$ cat config.mk
export PLATFORM = sky130hd
export DESIGN_NAME = extstat_irq_mon
export DESIGN_NICKNAME = d
export VERILOG_FILES = /design/src/rtl/extstat_pkg.sv /design/src/rtl/extstat_lvl_watch.sv /design/src/rtl/extstat_pls_catch.sv /design/src/rtl/extstat_latch.sv /design/src/rtl/extstat_irq_mon.sv
export SDC_FILE = /design/constraint.sdc
export NUM_CORES = 1
export LEC_CHECK = 0
export BUFFER_PORTS_ARGS = -buffer_cell sky130_fd_sc_hd__buf_2
export CAP_MARGIN = 20
export CORE_MARGIN = 8
export CORE_UTILIZATION = 46
export DETAILED_ROUTE_END_ITERATION = 8
export GPL_TIMING_DRIVEN = 0
export PLACE_DENSITY_LB_ADDON = 0.1
export SETUP_SLACK_MARGIN = 0.1
export SLEW_MARGIN = 20
export SYNTH_ARGS = -nofsm -noshare
export SYNTH_HDL_FRONTEND = slang
export SYNTH_SLANG_ARGS = --single-unit
$ cat constraint.sdc
create_clock -name clk -period 1.4 [get_ports clk]
set_input_delay 0.42 -clock clk [delete_from_list [all_inputs] [get_ports clk]]
set_output_delay 0.42 -clock clk [all_outputs]
set_load 0.03 [all_outputs]
$ cat src/rtl/extstat_pkg.sv
package extstat_pkg;
  // index meaning of the level vector
  localparam int LINE_CTS   = 0;
  localparam int LINE_DCD   = 1;
  localparam int LINE_SYNC  = 2;
  localparam int LINE_BREAK = 3;
  // index meaning of the pulse vector
  localparam int PULSE_UNDERRUN = 0;
  localparam int PULSE_ZERO     = 1;

  // a line event: armed, enabled and different from the reference level
  function automatic logic line_event(input logic cur, input logic base,
                                      input logic armed, input logic en);
    return en & armed & (cur ^ base);
  endfunction

  // a pulse event: enabled and either seen now or held pending
  function automatic logic pulse_event(input logic pls, input logic pend,
                                       input logic en);
    return en & (pls | pend);
  endfunction

  // next pending state of a pulse source
  function automatic logic pulse_pend_next(input logic pls, input logic pend,
                                           input logic en, input logic hold);
    if (!en)   return 1'b0;
    if (!hold) return 1'b0;
    return pend | pls;
  endfunction
endpackage

$ cat src/rtl/extstat_lvl_watch.sv
module extstat_lvl_watch
  import extstat_pkg::*;
(
  input  logic clk,
  input  logic rst_n,
  input  logic lvl_i,
  input  logic en_i,
  input  logic hold_i,
  output logic ev_o
);
  logic base_q;
  logic armed_q;

  // reference level follows the line only while the latch is open
  always_ff @(posedge clk or negedge rst_n) begin
    if (!rst_n) begin
      base_q  <= 1'b0;
      armed_q <= 1'b0;
    end else if (!hold_i) begin
      base_q  <= lvl_i;
      armed_q <= 1'b1;
    end
  end

  assign ev_o = line_event(lvl_i, base_q, armed_q, en_i);
endmodule

$ cat src/rtl/extstat_pls_catch.sv
module extstat_pls_catch
  import extstat_pkg::*;
(
  input  logic clk,
  input  logic rst_n,
  input  logic pls_i,
  input  logic en_i,
  input  logic hold_i,
  output logic ev_o
);
  logic pend_q;

  always_ff @(posedge clk or negedge rst_n) begin
    if (!rst_n) pend_q <= 1'b0;
    else        pend_q <= pulse_pend_next(pls_i, pend_q, en_i, hold_i);
  end

  assign ev_o = pulse_event(pls_i, pend_q, en_i);
endmodule

$ cat src/rtl/extstat_latch.sv
module extstat_latch #(
  parameter int NL = 4,
  parameter int NP = 2
) (
  input  logic          clk,
  input  logic          rst_n,
  input  logic [NL-1:0] lvl_i,
  input  logic [NL-1:0] lvl_en_i,
  input  logic [NP-1:0] pls_en_i,
  input  logic [NL-1:0] lvl_ev_i,
  input  logic [NP-1:0] pls_ev_i,
  input  logic          cmd_i,
  output logic          hold_o,
  output logic          any_ev_o,
  output logic [NL-1:0] snap_lvl_o,
  output logic [NP-1:0] snap_pls_o
);
  logic          hold_q;
  logic [NL-1:0] snap_lvl_q;
  logic [NP-1:0] snap_pls_q;

  assign any_ev_o = (|lvl_ev_i) | (|pls_ev_i);

  always_ff @(posedge clk or negedge rst_n) begin
    if (!rst_n)      hold_q <= 1'b0;
    else if (hold_q) hold_q <= !cmd_i;
    else             hold_q <= any_ev_o;
  end

  // snapshot is transparent for enabled bits while open, frozen while held
  always_ff @(posedge clk or negedge rst_n) begin
    if (!rst_n) begin
      snap_lvl_q <= '0;
      snap_pls_q <= '0;
    end else if (!hold_q) begin
      for (int i = 0; i < NL; i++)
        if (lvl_en_i[i]) snap_lvl_q[i] <= lvl_i[i];
      for (int j = 0; j < NP; j++)
        if (pls_en_i[j]) snap_pls_q[j] <= pls_ev_i[j];
    end
  end

  assign hold_o     = hold_q;
  assign snap_lvl_o = snap_lvl_q;
  assign snap_pls_o = snap_pls_q;
endmodule

$ cat src/rtl/extstat_irq_mon.sv
module extstat_irq_mon #(
  parameter int N_LINES  = 4,
  parameter int N_PULSES = 2
) (
  input  logic                clk,
  input  logic                rst_n,
  input  logic [N_LINES-1:0]  lvl_in,
  input  logic [N_LINES-1:0]  lvl_en,
  input  logic [N_PULSES-1:0] pls_in,
  input  logic [N_PULSES-1:0] pls_en,
  input  logic                reset_cmd,
  output logic                irq,
  output logic [N_LINES-1:0]  snap_lvl,
  output logic [N_PULSES-1:0] snap_pls
);
  // named internal events for the checker
  logic [N_LINES-1:0]  lvl_ev;
  logic [N_PULSES-1:0] pls_ev;
  logic                hold;
  logic                any_ev;

  for (genvar g = 0; g < N_LINES; g++) begin : g_line
    extstat_lvl_watch u_watch (
      .clk    (clk),
      .rst_n  (rst_n),
      .lvl_i  (lvl_in[g]),
      .en_i   (lvl_en[g]),
      .hold_i (hold),
      .ev_o   (lvl_ev[g])
    );
  end

  for (genvar g = 0; g < N_PULSES; g++) begin : g_pulse
    extstat_pls_catch u_catch (
      .clk    (clk),
      .rst_n  (rst_n),
      .pls_i  (pls_in[g]),
      .en_i   (pls_en[g]),
      .hold_i (hold),
      .ev_o   (pls_ev[g])
    );
  end

  extstat_latch #(.NL(N_LINES), .NP(N_PULSES)) u_latch (
    .clk        (clk),
    .rst_n      (rst_n),
    .lvl_i      (lvl_in),
    .lvl_en_i   (lvl_en),
    .pls_en_i   (pls_en),
    .lvl_ev_i   (lvl_ev),
    .pls_ev_i   (pls_ev),
    .cmd_i      (reset_cmd),
    .hold_o     (hold),
    .any_ev_o   (any_ev),
    .snap_lvl_o (snap_lvl),
    .snap_pls_o (snap_pls)
  );

  assign irq = hold;
endmodule

==> impl_summary.md <==
Place
The count of port buffers added during placement is 21. The final weighted congestion in routability-driven placement is roughly 0.7.

STA
Setup repair after global routing left no endpoint under its margin. The final count of pins violating max slew is 0. Setup violations remaining at the end of the flow were counted as 0. The worst clock skew is 7.64 ps. In this run the tightest slew margin relative to its limit is 79.3%. Across all hold checks on the routed design, the worst slack comes to ~19 ps. The clock period could shrink to between 1000 and 1500 ps. The final-layout setup total negative slack is 0 ps. For the pin with the worst max-slew slack, the measured transition is 310 ps. In the finished design, the share of the clock period the worst path needs comes to 89.7%. The highest clock rate is 797 MHz.

The number of hold violations in the final report is 0.

Clocking
TritonCTS built the clock tree. The cell sitting at the root of the clock tree is a sky130_fd_sc_hd__clkbuf_4. The clock latency of the later-clocked register in the worst-skew pair is 280 ps. In this run, CTS created clock tree buffers numbering 3. The total clock sinks is 14. In this run the number of H-tree levels came out at 1. The clock transition at the registers of the reported paths is 90 ps. The clock passes through at most 2 buffers.

Setup path
The largest fanout of any net on the critical path is 2. The category of the critical setup timing path is flip-flop to primary output. The cell count along the critical path is 1. STA puts the critical path data required time at 980 ps. The longest individual stage delay on the worst path is 390 ps.

The cell family contributing the most delay on the critical path is flip-flops. In this run the critical register-to-register path is launched from g_line[1].u_watch.base_q. The type of origin of the critical path is a flip-flop. The cell depth of the worst flop-to-flop path is 4. Traced cell by cell, the critical path runs through buf_2. At the worst endpoint, the arrival time is 840 ps. The terminus of the critical flop-to-flop path is u_latch.hold_o. The setup check on the worst reg-to-reg path leaves a slack of 300 ps. The slowest stage of the critical path belongs to the cell sky130_fd_sc_hd__dfrtp_1. The critical path buffer and inverter count is 1. STA classifies the critical path endpoint as a primary output.

Routing
The final route contains 467 vias. The post-detailed-route via-to-cell ratio is 5.25. For this run, design rule violations remaining after detail routing come to 0.

The number of search-and-repair iterations in the first detailed-routing pass is 4. The highest layer touched by signal routing is met4. The post-detailed-route wirelength per cell is 13.5 um. The sum of routed wire segments on met1 is approximately 560 um. After detailed routing, the met3 layer carries 102 um of wire. The total routed wirelength is approximately 1.2 mm. In the detailed route, the total length drawn on met2 is about 530 um.

For this block, the initial DRC count from the detailed router was 6. Once detail routing completed, the nets flagged for antenna violations numbered 0.

Logic synthesis
The netlist area before placement is 613 sq um. The gate count after technology mapping is 49. Dividing the synthesized area by the synthesized cell count gives 12.5 sq um. The synthesized net count is 64. The number of distinct library cell variants in the gate-level netlist after synthesis is 18. The share of the yosys chip area belonging to registers is a little under three fifths. The Yosys step of the flow raised 0 warnings. Synthesis inferred 14 register bits.

Power
The cell leakage power is around 0.37 nW. In this run the power density over the cells is 1680 nW/um^2. IR analysis of the VDD net gives a maximum drop of around 0.91 mV.

GRT
The initial antenna violation count was 0. After global routing the overflow that remains totals 0. In the global route stage, overall resource usage came out at a little under a tenth. The number of global-route vias before repair came to 445. The maximum number of pins on one net before global-route repair is 15. The wire length of the first global-routing pass is 1.95 mm.

Floorplan
The number of rows in the core area is 13. The area of the die is between 2000 and 3000 sq um. The core region is 1270 sq um. The initial utilization of the core area, before any placement, comes to 48.3%. The die outline width is 52.5 um. The top-level port count is 22.

The die is 52.5 um tall.

Layout
Counting the fill cells in the layout gives about 120. In the final layout, the share of cells above drive strength 1 is 40.5%. 0 antenna diodes ended up in the layout. The leading cell type in the layout, fill and taps excluded is sky130_fd_sc_hd__buf_2.

The final design utilization is between 60% and 70%. The synthesis-to-finish area growth is 26.5%. The top cell types in the final layout, fill and taps aside, are 20 x sky130_fd_sc_hd__buf_2, 14 x sky130_fd_sc_hd__dfrtp_1. The final layout contains 90 nets.

Worst hold path
The tightest min-delay check is of the input pin to async pin type.

Outcome
The run finished with clean final reports.

Run
The tool flagged a number of max-cap violations equal to 0.
==> cell type report <==
cell class                      count  area [sq um]  area share [%]
Buffer                              2          18.8            2.42
Clock buffer                        4          36.3            4.68
Inverter                            1          8.76            1.13
Multi-Input combinational cell     32           235            30.3
Sequential cell                    14           350            45.2
Tap cell                           15          18.8            2.42
Timing Repair Buffer               21           108            13.9
==> power by group <==
part	internal, mW	total, mW	switching [mW]
sequential	0.505	0.552	0.0478
combinational	0.196	0.469	0.272
clock	0.158	0.285	0.127
total	0.859	1.31	0.447
==> metrics by stage <==
step / instance area (sq um) / cells / power [mW] / worst slack (ps)
floorplan: 613 / 49 / 0.891 / 236
global placement: 737 / 85 / 1.02 / 164
detailed placement: 737 / 85 / 1.03 / 155
CTS: 773 / 89 / 1.31 / 136
global route: 776 / 89 / 1.38 / 103
finish: 776 / 89 / 1.31 / 145
==> timing repair <==
action	CTS	global route
hold buffers	0	0
resized for setup	0	2
setup endpoints to repair	0	1
setup buffers	0	0
==> worst max path at each step <==
stage	start	slack [ps]	to
4_1_cts	u_latch.snap_lvl_o[3]	140	snap_lvl[3]
3_5_place_dp	lvl_in[1]	150	u_latch.hold_o
5_1_grt	u_latch.snap_pls_o[0]	100	snap_pls[0]
6_report	u_latch.snap_lvl_o[3]	140	snap_lvl[3]
2_1_floorplan	u_latch.hold_o	240	g_line[2].u_watch.base_q
3_3_place_gp	lvl_in[3]	160	u_latch.hold_o
==> cell families (layout without fill, tap and decap cells) <==
group                     count (synthesis)  count (layout)  share of synthesized area, %
AOI/OAI and AO/OA                        18              18                          20.8
muxes                                     4               4                          7.35
DFF                                      14              14                          57.1
and+or+nand+nor                           6               6                          4.49
buffers and inverters                     3              28                          4.49
xor gates and xnor gates                  4               4                          5.71
==> sequential cells by signal, indices dropped and copies added, names as in the netlist <==
signal,count
u_latch.snap_lvl_o,4
g_pulse.u_catch.pend_q,2
g_line.u_watch.base_q,4
u_latch.hold_o,1
g_line.u_watch.armed_q,1
u_latch.snap_pls_o,2
==> metal layers <==
layer,track usage (%),vias to the layer above
met5,0,-
met4,5.17,0
met3,4.26,2
met2,14.0,13
met1,11.4,223
li1,-,229
==> synth_stat cells <==
| cell | count | area share [%] |
|---|---|---|
| sky130_fd_sc_hd__a31oi_1 | 2 | 2.0 |
| sky130_fd_sc_hd__mux2_2 | 2 | 3.7 |
| sky130_fd_sc_hd__and3_1 | 1 | 1.0 |
| sky130_fd_sc_hd__a21oi_1 | 2 | 1.6 |
| sky130_fd_sc_hd__o21ai_1 | 1 | 0.82 |
| sky130_fd_sc_hd__a21boi_0 | 4 | 4.9 |
| sky130_fd_sc_hd__inv_6 | 1 | 1.4 |
| sky130_fd_sc_hd__buf_6 | 1 | 1.8 |
| sky130_fd_sc_hd__xor2_1 | 4 | 5.7 |
| sky130_fd_sc_hd__mux2_1 | 2 | 3.7 |
| sky130_fd_sc_hd__nand2b_1 | 1 | 1.0 |
| sky130_fd_sc_hd__nor2_1 | 4 | 2.4 |
| sky130_fd_sc_hd__a22oi_1 | 1 | 1.2 |
| sky130_fd_sc_hd__dfrtp_1 | 14 | 57 |
| sky130_fd_sc_hd__o21ai_0 | 2 | 1.6 |
| sky130_fd_sc_hd__a31o_1 | 4 | 5.7 |
| sky130_fd_sc_hd__a22o_1 | 2 | 2.9 |
| sky130_fd_sc_hd__buf_4 | 1 | 1.2 |
Power figures use the tool's default switching activity.
